--- src/rtl/prio_irq_pkg.sv ---
package prio_irq_pkg;

    localparam int NSRC  = 7;
    localparam int SRC_W = $clog2(NSRC);
    localparam int LVL_W = 3;
    localparam int CTL_W = LVL_W + 1;
    localparam int VEC_W = 5;
    localparam int ISR_W = 8;
    localparam int NLVL  = 1 << LVL_W;

    typedef enum logic {
        ST_IDLE = 1'b0,
        ST_PEND = 1'b1
    } pend_state_e;

    // register addresses; vector and bit positions are fixed by behaviour
    localparam logic [3:0] A_EOI   = 4'd0;
    localparam logic [3:0] A_POLL  = 4'd1;
    localparam logic [3:0] A_PSTAT = 4'd2;
    localparam logic [3:0] A_MASK  = 4'd3;
    localparam logic [3:0] A_PMASK = 4'd4;
    localparam logic [3:0] A_ISR   = 4'd5;
    localparam logic [3:0] A_REQ   = 4'd6;
    localparam logic [3:0] A_TSTAT = 4'd7;
    localparam logic [3:0] A_CTL0  = 4'd8;

    // source 0 is the timer, 1..2 the DMA channels, 3..6 the external inputs
    function automatic int unsigned src_bit(input int unsigned s);
        return (s == 0) ? 0 : s + 1;
    endfunction

    function automatic logic [VEC_W-1:0] src_vec(input logic [SRC_W-1:0] s,
                                                 input logic [2:0] ts);
        if (s == '0) begin
            if (ts[0])      return 5'h08;
            else if (ts[1]) return 5'h12;
            else            return 5'h13;
        end
        return VEC_W'(5'd9 + 5'(s));
    endfunction

    function automatic logic [ISR_W-1:0] vec_to_isr(input logic [VEC_W-1:0] v);
        if (v == 5'h08 || v == 5'h12 || v == 5'h13) return 8'h01;
        if (v >= 5'h0A && v <= 5'h0F) return 8'h01 << (v - 5'h08);
        return '0;
    endfunction

endpackage

--- src/rtl/prio_scan.sv ---
module prio_scan
    import prio_irq_pkg::*;
(
    input  logic [NSRC-1:0][CTL_W-1:0] ctl,
    input  logic [LVL_W-1:0]           pmask,
    input  logic [ISR_W-1:0]           isr,
    input  logic [NSRC-1:0]            pend,
    output logic                       gnt_valid,
    output logic [SRC_W-1:0]           gnt_src
);
    logic stop;

    always_comb begin
        stop      = 1'b0;
        gnt_valid = 1'b0;
        gnt_src   = '0;
        for (int lv = 0; lv < NLVL; lv++) begin
            if (lv <= int'(pmask)) begin
                for (int s = 0; s < NSRC; s++) begin
                    if (!stop && ctl[s] == CTL_W'(lv)) begin
                        if (isr[src_bit(s)]) begin
                            stop = 1'b1;
                        end else if (pend[s]) begin
                            stop      = 1'b1;
                            gnt_valid = 1'b1;
                            gnt_src   = SRC_W'(s);
                        end
                    end
                end
            end
        end
    end
endmodule

--- src/rtl/prio_eoi.sv ---
module prio_eoi
    import prio_irq_pkg::*;
(
    input  logic [NSRC-1:0][CTL_W-1:0] ctl,
    input  logic [ISR_W-1:0]           isr,
    input  logic                       nonspec,
    input  logic [VEC_W-1:0]           vec,
    output logic [ISR_W-1:0]           clr
);
    logic hit;

    always_comb begin
        hit = 1'b0;
        clr = '0;
        if (!nonspec) begin
            clr = vec_to_isr(vec);
        end else begin
            for (int lv = 0; lv < NLVL; lv++) begin
                for (int s = 0; s < NSRC; s++) begin
                    if (!hit && ctl[s][LVL_W-1:0] == LVL_W'(lv) && isr[src_bit(s)]) begin
                        hit = 1'b1;
                        clr[src_bit(s)] = 1'b1;
                    end
                end
            end
        end
    end
endmodule

--- src/rtl/prio_irq_ctrl.sv ---
module prio_irq_ctrl
    import prio_irq_pkg::*;
#(
    parameter int DATA_W = 16,
    parameter int ADDR_W = 4
) (
    input  logic              clk,
    input  logic              rst_n,
    input  logic [2:0]        tmr_req,
    input  logic [1:0]        dma_req,
    input  logic [3:0]        ext_req,
    input  logic              inta,
    input  logic              reg_wr,
    input  logic              reg_rd,
    input  logic [ADDR_W-1:0] reg_addr,
    input  logic [DATA_W-1:0] reg_wdata,
    output logic [DATA_W-1:0] reg_rdata,
    output logic              irq,
    output logic [VEC_W-1:0]  ack_vec
);
    localparam logic [ISR_W-1:0] REQ_BITS = 8'hFC;

    pend_state_e                state_q;
    logic [NSRC-1:0][CTL_W-1:0] ctl_q;
    logic [LVL_W-1:0]           pmask_q;
    logic [ISR_W-1:0]           isr_q, req_q, isr_n, req_n, ack_mask, eoi_clr;
    logic [2:0]                 tstat_q, tstat_n, tclr;
    logic [VEC_W-1:0]           vec_q;
    logic [SRC_W-1:0]           src_q, gnt_src;
    logic [NSRC-1:0]            pend;
    logic                       gnt_valid, ack_fire, eoi_wr;
    logic [DATA_W-1:0]          pstat, mask_rd;
    logic                       unused_wdata;

    assign unused_wdata = ^reg_wdata[DATA_W-2:ISR_W];

    always_comb begin
        pend = '0;
        pend[0] = |tstat_q;
        for (int s = 1; s < NSRC; s++) pend[s] = req_q[src_bit(s)];
    end

    prio_scan u_scan (
        .ctl(ctl_q), .pmask(pmask_q), .isr(isr_q), .pend(pend),
        .gnt_valid(gnt_valid), .gnt_src(gnt_src)
    );

    prio_eoi u_eoi (
        .ctl(ctl_q), .isr(isr_q), .nonspec(reg_wdata[DATA_W-1]),
        .vec(reg_wdata[VEC_W-1:0]), .clr(eoi_clr)
    );

    assign ack_fire = (state_q == ST_PEND) &&
                      (inta || (reg_rd && reg_addr == ADDR_W'(A_POLL)));
    assign eoi_wr   = reg_wr && reg_addr == ADDR_W'(A_EOI);
    assign ack_mask = ISR_W'(1) << src_bit(src_q);

    // state register
    always_ff @(posedge clk) begin
        if (!rst_n) begin
            state_q <= ST_IDLE;
        end else begin
            unique case (state_q)
                ST_IDLE: if (gnt_valid) state_q <= ST_PEND;
                ST_PEND: if (ack_fire)  state_q <= ST_IDLE;
            endcase
        end
    end

    // vector latch: grant and re-grant
    always_ff @(posedge clk) begin
        if (!rst_n) begin
            vec_q <= '0;
            src_q <= '0;
        end else if (gnt_valid && !ack_fire) begin
            vec_q <= src_vec(gnt_src, tstat_q);
            src_q <= gnt_src;
        end
    end

    always_comb begin
        tclr = 3'b000;
        if (ack_fire && src_q == '0) begin
            case (vec_q)
                5'h08:   tclr = 3'b001;
                5'h12:   tclr = 3'b010;
                5'h13:   tclr = 3'b100;
                default: tclr = 3'b000;
            endcase
        end
        isr_n = isr_q;
        if (ack_fire) isr_n = isr_n | ack_mask;
        if (eoi_wr)   isr_n = isr_n & ~eoi_clr;
        if (reg_wr && reg_addr == ADDR_W'(A_ISR)) isr_n = reg_wdata[ISR_W-1:0];
        req_n = ((req_q & ~(ack_fire ? ack_mask : '0)) | {ext_req, dma_req, 2'b00}) & REQ_BITS;
        tstat_n = (tstat_q & ~tclr) | tmr_req;
        if (reg_wr && reg_addr == ADDR_W'(A_TSTAT)) tstat_n = reg_wdata[2:0];
    end

    always_ff @(posedge clk) begin
        if (!rst_n) begin
            isr_q   <= '0;
            req_q   <= '0;
            tstat_q <= '0;
            pmask_q <= '1;
            ctl_q   <= '1;
        end else begin
            isr_q   <= isr_n;
            req_q   <= req_n;
            tstat_q <= tstat_n;
            if (reg_wr && reg_addr == ADDR_W'(A_PMASK)) pmask_q <= reg_wdata[LVL_W-1:0];
            for (int s = 0; s < NSRC; s++) begin
                if (reg_wr && reg_addr == ADDR_W'(A_MASK))
                    ctl_q[s][CTL_W-1] <= reg_wdata[src_bit(s)];
                if (reg_wr && reg_addr == ADDR_W'(int'(A_CTL0) + s))
                    ctl_q[s] <= reg_wdata[CTL_W-1:0];
            end
        end
    end

    // outputs
    always_comb begin
        irq     = (state_q == ST_PEND);
        ack_vec = vec_q;
        pstat   = '0;
        pstat[DATA_W-1]  = irq;
        pstat[VEC_W-1:0] = vec_q;
        mask_rd = '0;
        for (int s = 0; s < NSRC; s++) mask_rd[src_bit(s)] = ctl_q[s][CTL_W-1];
        reg_rdata = '0;
        if (reg_addr == ADDR_W'(A_POLL) || reg_addr == ADDR_W'(A_PSTAT)) reg_rdata = pstat;
        else if (reg_addr == ADDR_W'(A_MASK))  reg_rdata = mask_rd;
        else if (reg_addr == ADDR_W'(A_PMASK)) reg_rdata = DATA_W'(pmask_q);
        else if (reg_addr == ADDR_W'(A_ISR))   reg_rdata = DATA_W'(isr_q);
        else if (reg_addr == ADDR_W'(A_REQ))   reg_rdata = DATA_W'(req_q | {7'b0, |tstat_q});
        else if (reg_addr == ADDR_W'(A_TSTAT)) reg_rdata = DATA_W'(tstat_q);
        else begin
            for (int s = 0; s < NSRC; s++)
                if (reg_addr == ADDR_W'(int'(A_CTL0) + s)) reg_rdata = DATA_W'(ctl_q[s]);
        end
    end

    // assertions
    p_ack_drops_irq_r6: assert property (@(posedge clk) disable iff (!rst_n)
        ack_fire |=> !irq);

    p_ack_sets_isr_r6: assert property (@(posedge clk) disable iff (!rst_n)
        (ack_fire && !eoi_wr && !(reg_wr && reg_addr == ADDR_W'(A_ISR)))
        |=> (isr_q & $past(ack_mask)) != '0);

    p_spec_eoi_clears_r7: assert property (@(posedge clk) disable iff (!rst_n)
        (eoi_wr && !reg_wdata[DATA_W-1] && !ack_fire)
        |=> (isr_q & $past(vec_to_isr(reg_wdata[VEC_W-1:0]))) == '0);

    p_legal_vector_r3: assert property (@(posedge clk) disable iff (!rst_n)
        irq |-> (vec_q inside {5'h08, 5'h12, 5'h13} || (vec_q >= 5'h0A && vec_q <= 5'h0F)));

    p_pstat_read_keeps_irq_r9: assert property (@(posedge clk) disable iff (!rst_n)
        (irq && reg_rd && reg_addr == ADDR_W'(A_PSTAT) && !inta) |=> irq);

endmodule

--- config.mk ---
export PLATFORM = sky130hd
export DESIGN_NAME = prio_irq_ctrl
export DESIGN_NICKNAME = d
export VERILOG_FILES = /design/src/rtl/prio_irq_pkg.sv /design/src/rtl/prio_scan.sv /design/src/rtl/prio_eoi.sv /design/src/rtl/prio_irq_ctrl.sv
export SDC_FILE = /design/constraint.sdc
export NUM_CORES = 1
export LEC_CHECK = 0
export CORE_UTILIZATION = 40
export DETAILED_ROUTE_END_ITERATION = 16
export PLACE_DENSITY = 0.65
export SYNTH_ARGS = -nofsm -noshare
export SYNTH_HDL_FRONTEND = slang
export SYNTH_SLANG_ARGS = --single-unit
--- constraint.sdc ---
create_clock -name clk -period 6.9 [get_ports clk]
set_clock_uncertainty 0.05 [all_clocks]
set_input_delay 1.035 -clock clk [delete_from_list [all_inputs] [get_ports clk]]
set_output_delay 1.035 -clock clk [all_outputs]
set_load 0.02 [all_outputs]
== Word level (Yosys, flattened, before mapping) ==
Index checks and enable logic that the tools add are counted.
Storage, ports and cells
  output and inout bits: 22
  logic and storage cells: 1291
  input port bits: 34
  register bits: 59
Cells by class
  mux-type cells: 803
  equality and inequality tests: 118
  reduce and logical (&&, ||, !) cells: 323
  order comparisons: 9
  add/subtract/negate cells: 3
  shift operators: 2
  bitwise operators: 11
Operators with widths (number)
  $mux 1: 584
  $mux 3: 184
  $mux 16: 12
  $logic_and 1x1->1: 183
  $eq 4x3->1 const B: 32
  $logic_not 1->1: 111
  $eq 3x3->1 const B: 28
  $eq 4x2->1 const B: 16
  $mux 8: 8
  $eq 3x2->1 const B: 14
  $mux 4: 9
  $eq 4x1->1 const B: 8
  $logic_not 4->1: 8
  $eq 4x4->1 const B: 7
  $logic_not 3->1: 9
  $eq 3x1->1 const B: 7
  $eq 5x5->1 const B: 4
  $and 8x8->8: 2
  $not 8->8: 2
  $or 8x8->8: 2
  $mux 5: 3
  $reduce_bool 2->1: 7
  $le 3x3->1 const A: 4
  $eq 5x4->1 const B: 2
  19 further kinds: 23

== Longest topological paths before layout ==
Gate-level depths: netlist (run 1).
  word-level depth: 283
  mapped depth: 15
  gate-level depth less buffers: 14

== Hierarchy ==
A second synthesis (run 1) with hierarchy kept.
Second synthesis, totals
  cell total of the unflattened synthesis: 991
  area total of the unflattened synthesis: 7274.5 sq um
By module, submodules not included
  prio_irq_ctrl: area an instance 3433.3 sq um, seq. area each 1141.1 sq um, times used 1, cells an instance 436
  prio_scan: area an instance 2169.6 sq um, seq. area each 0.0 sq um, times used 1, cells an instance 311
  prio_eoi: area an instance 1671.6 sq um, seq. area each 0.0 sq um, times used 1, cells an instance 244

== Worst setup path before layout (run 1) ==
No wires, ideal clock.
  path type: input-to-output
  from: input reg_addr[0]
  to: output reg_rdata[1]
  buffers on the path: 2
  data arrival time: 2567 ps
  stages on the path: 6
  slack: 3248 ps
  data required time: 5815 ps
  cells stage by stage: buf_1 clkbuf_1 mux2i_1 o21ai_0 mux2i_1 o21ai_0
Between the ends
  cells in the longest elaborated chain, start to end: 14
  elaborated cells between the ends (all ways): 28
  those cells by class: eq/ne: 14; mux: 13; reduce/logical: 1
Ends and longest elaborated chain
  start: declaration: line prio_irq_ctrl.sv:15  | input logic [ADDR_W-1:0] reg_addr,
  $eq 4x4->1: line prio_irq_ctrl.sv:139  | if (reg_addr == ADDR_W'(int'(A_CTL0) + s)) reg_rdata = DATA_W'(ctl_q[s]);
  $mux 4: line prio_irq_ctrl.sv:139
  $mux 16 (6 in a row): line prio_irq_ctrl.sv:139
  $mux 16: line prio_irq_ctrl.sv:136  | else if (reg_addr == ADDR_W'(A_TSTAT)) reg_rdata = DATA_W'(tstat_q);
  $mux 16: line prio_irq_ctrl.sv:135  | else if (reg_addr == ADDR_W'(A_REQ)) reg_rdata = DATA_W'(req_q | {7'b0, |tstat_q});
  $mux 16: line prio_irq_ctrl.sv:134  | else if (reg_addr == ADDR_W'(A_ISR)) reg_rdata = DATA_W'(isr_q);
  $mux 16: line prio_irq_ctrl.sv:133  | else if (reg_addr == ADDR_W'(A_PMASK)) reg_rdata = DATA_W'(pmask_q);
  $mux 16: line prio_irq_ctrl.sv:132  | else if (reg_addr == ADDR_W'(A_MASK)) reg_rdata = mask_rd;
  $mux 16 *: line prio_irq_ctrl.sv:131  | if (reg_addr == ADDR_W'(A_POLL) || reg_addr == ADDR_W'(A_PSTAT)) reg_rdata = pstat;
  end: declaration: line prio_irq_ctrl.sv:17  | output logic [DATA_W-1:0] reg_rdata,
Every way passes the cells marked *; elsewhere a longest branch is shown, timed or not.

== Worst setup path after layout (run 1) ==
  from: input reg_addr[1]
  to: output reg_rdata[3]
Same word-level chain as after synthesis.

==> results of run 1 <==
## per-stage QoR
stage	setup slack, ns	cells	util (%)	cell area (sq um)	hold WS, ns
2_1_floorplan	3.25	994	-	6810	0.439
3_3_place_gp	1.77	1202	44.1	7310	0.458
3_5_place_dp	1.78	1202	44.1	7310	0.462
4_1_cts	1.77	1218	45.8	7590	0.475
5_1_grt	1.47	1218	45.8	7590	0.532
6_report	1.69	1218	45.8	7590	0.480
## area by class of cell
class	count	area, sq um	share of cell area (%)
flip-flops and latches	57	1140	15.0
clock inverters	7	55.1	0.725
multi-input cells	843	5260	69.3
well taps	220	275	3.63
clock buffers	9	225	2.97
repair buffers	59	546	7.19
inverters	23	86.3	1.14
## report_power, final
group / internal (mW) / total, mW / switching [mW] / leakage, nW
Combinational: 0.0889 / 0.227 / 0.138 / 2.06
Clock: 0.245 / 0.419 / 0.174 / 0.132
Sequential: 0.345 / 0.381 / 0.0363 / 0.466
Total: 0.679 / 1.03 / 0.349 / 2.66
## worst paths after layout
| kind | endpoint | slack (ns) | depth (start not counted) |
|---|---|---|---|
| hold reg to reg | isr_q[1]$_SDFF_PN0_ | 0.48 | 2 |
| setup / recovery | reg_rdata[3] | 1.69 | 9 |
| setup reg to reg | ack_vec[3]$_SDFFE_PN0P_ | 1.91 | 13 |
| hold / removal | isr_q[1]$_SDFF_PN0_ | 0.48 | 2 |
## routing by layer
metal	global-route usage (%)	vias to the layer above	share of wire, %
li1	-	3745	-
met1	45.6	3826	41
met2	49.0	605	41
met3	7.30	128	11
met4	20.6	0	6.2
met5	0	-	0
## state kept, by name, summed over array words and instances, names as in the netlist
signal,flops
src_q,3
req_q,6
ack_vec,5
irq,1
tstat_q,3
isr_q,8
ctl_q,28
pmask_q,3
## kinds of logic after synthesis
kind of cell | after synthesis
AND/OR/NAND/NOR | 520
AO/OA/AOI/OAI | 276
buffers and inverters | 94
flip-flops | 57
multiplexers | 34
adder cells (fa/ha/maj) | 6
other | 1
## worst max-delay path, cell delays in order
cell,delay [ns]
clkdlybuf4s50_1,1.04
nor2_1,0.35
nor2_1,0.31
o22ai_1,0.12
nor2_1,0.16
a31oi_1,0.07
o221a_2,0.31
a21oi_1,0.11
clkdlybuf4s50_1,0.61
## cell usage in the layout (no fill, tap or decap), drive strengths merged, types with 18 or more instances in the layout
| cell | instances |
|---|---|
| nor2 | 122 |
| nand2 | 104 |
| a21oi | 58 |
| dfxtp | 57 |
| nor3 | 55 |
| o21ai | 53 |
| clkdlybuf4s50 | 41 |
| nor4 | 39 |
| nand3 | 37 |
| nand2b | 29 |
| nor2b | 29 |
| mux2i | 29 |
| inv | 25 |
| a31oi | 19 |
| a211oi | 19 |
| buf | 18 |
==> impl_metrics.py, run 1 <==
metrics = {
    "yosys": {
        "netlist_area_sq_mm": 0.00679,
        "synth_common_cells": "nor2_1, nand2_1, a21oi_1, dfxtp_1, nor3_1",
        "yosysMostFrequentCell": "nor2_1",
        "ys_async_sr_fraction_pct": 0,
        "synth-edff-count": 0,
        "synth-seq-cells": 57,
        "synth_compound_area_share_pct": 28.2,
        "synthTopCellsByArea": "dfxtp_1, nor2_1, nand2_1",
        "synth-xor-area-share_pct": 0,
        "synth_cell_types": 91,
        "synth_top_area_share_pct": 16.8,
        "yosysTopAreaCell": "dfxtp_1",
        "synth_simple_gate_area_share_pct": 42.0,
        "synth.mux.area_fraction_pct": 5.77,
        "synth_top_family_by_area": "simple AND/OR/NAND/NOR gates",
        "yosys.area_share.adder_pct": 1.11,
        "ys_warn_count": 0,
        "syn_inst": 988,
        "ys.flop_type": "dfxtp_1",
        "yosysSeqAreaShare_pct": 16.8,
        "syn_area_per_cell_sq_um": 6.87,
    },
    "timing": {
        "hold_viol": 0,
        "period_share_pct": 75.5,
        "fin_tns_setup_ns": 0,
        "slew_headroom_pct": 28.4,
        "rsz0062_at_grt": "no",
        "final_max_slew_viol_count": 0,
        "clock.fmax_ghz": 0.192,
        "min_period_ns": 5.21,
        "setup_viol": 0,
        "tightest_slew_ns": 1.05,
    },
    "run_status": {
        "outcome": "finished clean",
    },
    "clocking": {
        "cts_tree": "built",
        "clk_latency_ns": 0.34,
        "post_cts_resize_count": 0,
        "clk_pin_slew_ns": 0.06,
        "hold_buffers": 0,
        "cts_buffers": 9,
        "clockBufferDepth": 2,
        "cts_max_level": 3,
        "cts.sinks": 57,
        "post_cts_buffers": 0,
        "root_buffer": "clkbuf_16",
    },
    "worst_setup_path": {
        "r2r-start": "ctl_q[5]$_SDFFE_PN1P_",
        "critPathArrivalTime_ns": 4.12,
        "startpoint_type": "input port",
        "crit_required_ns": 5.81,
        "critPathMaxFanout": 25,
        "startpoint": "reg_addr[1]",
        "setup.worst_path.end_class": "output port",
        "critPathKind": "input port to output port",
    },
    "global_route": {
        "overflow": 0,
        "grt_pass1_vias": 7563,
        "grt_start_max_net_pins": 50,
        "grtUsageTotal_pct": 33.8,
        "antenna_found_initial": 0,
        "grt_pass1_wl_mm": 45.1,
    },
    "placed_design": {
        "finalWeightedCongestion": 0.990,
        "io_buffers": 41,
        "place_hpwl_mm": 22.4,
    },
    "hold_path": {
        "hp-class": "register to register",
        "min_from": "isr_q[1]$_SDFF_PN0_",
    },
    "floorplan": {
        "die_h_um": 132,
        "row_count": 47,
        "die_x_um": 132,
        "core_sq_mm": 0.0166,
        "die_area_sq_mm": 0.0175,
        "ios": 56,
        "start_util_pct": 41.0,
    },
    "flow_run": {
        "cap_viol_max_count": 0,
    },
    "drt": {
        "wirelength_mm": 29.9,
        "viasPerCell": 6.82,
        "drt_iter0_markers": 1038,
        "ant_nets": 0,
        "drc": 0,
        "drtPass1Iterations": 6,
        "routedWlPerCell_um": 24.5,
        "vias": 8304,
    },
    "finish": {
        "areaGrowthSynthToFinish_pct": 11.8,
        "drive_above_1_share_pct": 8.12,
        "final_nets": 1033,
        "antenna_cells": 0,
        "fillers": 1756,
    },
    "pwr": {
        "power_density_mw_per_mm2": 135,
        "peakVddDrop_v": 0.000139,
        "total_power_mw": 1.03,
        "p_leak_nw": 2.66,
    },
}
Power figures use the tool's default switching activity.
==> inputs of run 2 (changes only) <==
clock period = 5.3 ns   (was 6.9 ns; I/O delays follow)
==> run 2 against run 1 <==
  * Final area up 2.9%
  * Core utilization increased by 1.3 points
  * Critical endpoint is now reg_rdata[1]
  * Sequential share of layout area fell by 0.42 points
  * Worst setup slack got worse by 0.94 ns
  * Count of clock-buffer cells in the layout up 3
  * Die area unchanged
  * Critical path type unchanged
  * Non-clock buffer count grew 21
  * Clock power rose by 56%
==> impl_metrics.py, run 2 (synthesis results as in run 1) <==
metrics = {
    "pwr": {
        "intPower_mw": 1.02,
        "clockPowerShare_pct": 44.7,
        "p_leak_nw": 2.80,
        "power.share.switching_pct": 30.0,
        "pwr-share-seq_pct": 33.5,
        "total_power_mw": 1.46,
        "pwr-share-comb_pct": 21.8,
        "p_sw_mw": 0.437,
        "peakVddDrop_v": 0.000217,
        "power_density_mw_per_mm2": 187,
    },
    "clocking": {
        "clk_pin_slew_ns": 0.05,
        "clk_latency_ns": 0.33,
        "cts_buffers": 9,
        "cts.sinks": 57,
        "hold_buffers": 0,
        "post_cts_buffers": 0,
        "cts_max_level": 3,
        "post_cts_resize_count": 0,
        "root_buffer": "clkbuf_16",
        "cts_tree": "built",
        "clockBufferDepth": 2,
    },
    "finish": {
        "layout_common_cells": "nor2_1, nand2_1, a21oi_1, dfxtp_1, nor3_1",
        "fillers": 1714,
        "regMostFlops": "ctl_q",
        "final_nets": 1054,
        "drive_above_1_share_pct": 10.0,
        "design_area_sq_mm": 0.00781,
        "reg_top3": "ctl_q: 28 flops, isr_q: 8 flops, req_q: 6 flops",
        "areaGrowthSynthToFinish_pct": 15.0,
        "largest_reg_flops": 28,
        "mostFrequentLayoutCell": "nor2_1",
    },
    "timing": {
        "min_period_ns": 4.55,
        "clock.fmax_ghz": 0.220,
        "setup_viol": 0,
        "slew_headroom_pct": 34.6,
        "period_share_pct": 85.9,
        "fin_tns_setup_ns": 0,
        "holdWs_ns": 0.484,
        "hold_viol": 0,
        "rsz0062_at_grt": "no",
        "final_max_slew_viol_count": 0,
        "tightest_slew_ns": 0.971,
    },
    "global_route": {
        "grtUsageTotal_pct": 34.2,
        "overflow": 0,
        "grt_pass1_vias": 7636,
        "grt_start_max_net_pins": 50,
        "grt_pass1_wl_mm": 45.5,
        "antenna_found_initial": 0,
    },
    "drt": {
        "drc": 0,
        "ant_nets": 0,
        "routedWlPerCell_um": 24.5,
        "drtPass1Iterations": 6,
        "vias": 8439,
        "drt_iter0_markers": 1177,
        "wirelength_mm": 30.3,
        "viasPerCell": 6.81,
    },
    "worst_setup_path": {
        "crit_required_ns": 4.45,
        "setup.worst_path.end_class": "output port",
        "ff2ff_path_depth": 14,
        "worst-r2r-setup-slack_ns": 0.80,
        "r2r-start": "ctl_q[5]$_SDFFE_PN1P_",
        "startpoint_type": "input port",
        "timing.rr.end": "ack_vec[3]$_SDFFE_PN0P_",
        "critPathMaxFanout": 10,
        "critPathKind": "input port to output port",
        "critPathArrivalTime_ns": 3.71,
    },
    "floorplan": {
        "row_count": 47,
        "start_util_pct": 41.0,
        "die_x_um": 132,
        "die_h_um": 132,
        "die_area_sq_mm": 0.0175,
        "ios": 56,
        "core_sq_mm": 0.0166,
    },
    "hold_path": {
        "holdPathEnd": "isr_q[1]$_SDFF_PN0_",
        "min_from": "isr_q[1]$_SDFF_PN0_",
        "hold_depth": 2,
        "hp-class": "register to register",
    },
    "run_status": {
        "outcome": "finished clean",
    },
    "placed_design": {
        "finalWeightedCongestion": 1.09,
        "place_hpwl_mm": 23.6,
        "io_buffers": 41,
        "placed_area_sq_mm": 0.00747,
    },
    "flow_run": {
        "cap_viol_max_count": 0,
    },
}
-- run 2: cell count changes in the layout (fill, tap and decap cells not counted) --
cell        delta
buf_4         +21
bufinv_16      +2
clkbuf_8       +3
clkinvlp_4     -2
diode_2        +1
inv_6          -2
clkinv_4       -1
-- run 2: critical path, cell delays in order --
cell	delay, ns
clkdlybuf4s50_1	0.81
inv_1	0.21
nor2_1	0.46
nor2_1	0.20
nor3_1	0.32
a22oi_1	0.15
o21ai_0	0.12
clkdlybuf4s50_1	0.64
-- run 2: stage by stage --
stage / setup slack, ns / std cells / util (%)
after floorplan: 2.13 / 994 / -
after global placement: 0.854 / 1223 / 45.0
after detailed placement: 0.856 / 1223 / 45.0
after CTS: 0.819 / 1239 / 47.1
after global routing: 0.509 / 1239 / 47.1
final: 0.745 / 1240 / 47.1
-- run 2: power by group through the flow --
stage | Clock [mW] | Combinational, mW | Sequential (mW)
5_1_grt | 0.670 | 0.337 | 0.489
6_report | 0.652 | 0.317 | 0.488
4_1_cts | 0.653 | 0.308 | 0.485
3_3_place_gp | 0 | 0.306 | 0.494
2_1_floorplan | 0 | 0.205 | 0.482
3_5_place_dp | 0 | 0.306 | 0.494
-- run 2: area by class of cell --
| cell class | instances | area (sq um) | area share (%) |
|---|---|---|---|
| Timing Repair Buffer | 80 | 703 | 9.00 |
| Clock inverter | 4 | 73.8 | 0.945 |
| Inverter | 23 | 86.3 | 1.11 |
| Tap cell | 220 | 275 | 3.52 |
| Sequential cell | 57 | 1140 | 14.6 |
| Antenna cell | 1 | 2.50 | 0.0320 |
| Clock buffer | 12 | 267 | 3.41 |
| Multi-Input combinational cell | 843 | 5260 | 67.4 |
-- run 2: worst max-delay path by stage --
stage	startpoint	endpoint	slack, ns
global placement	reg_addr[0]	reg_rdata[3]	0.85
detailed placement	reg_addr[0]	reg_rdata[1]	0.86
finish	reg_addr[0]	reg_rdata[1]	0.75
floorplan	ctl_q[17]$_SDFFE_PN1P_	ack_vec[3]$_SDFFE_PN0P_	2.13
CTS	reg_addr[0]	reg_rdata[1]	0.82
global route	ctl_q[5]$_SDFFE_PN1P_	ack_vec[3]$_SDFFE_PN0P_	0.51
-- run 2: routing by layer --
| metal | GRT usage (%) | vias to the layer above | part of all wire, % |
|---|---|---|---|
| li1 | - | 3791 | - |
| met1 | 45.4 | 3920 | 40 |
| met2 | 51.9 | 609 | 42 |
| met3 | 6.34 | 119 | 12 |
| met4 | 19.1 | 0 | 5.5 |
| met5 | 0 | - | 0 |
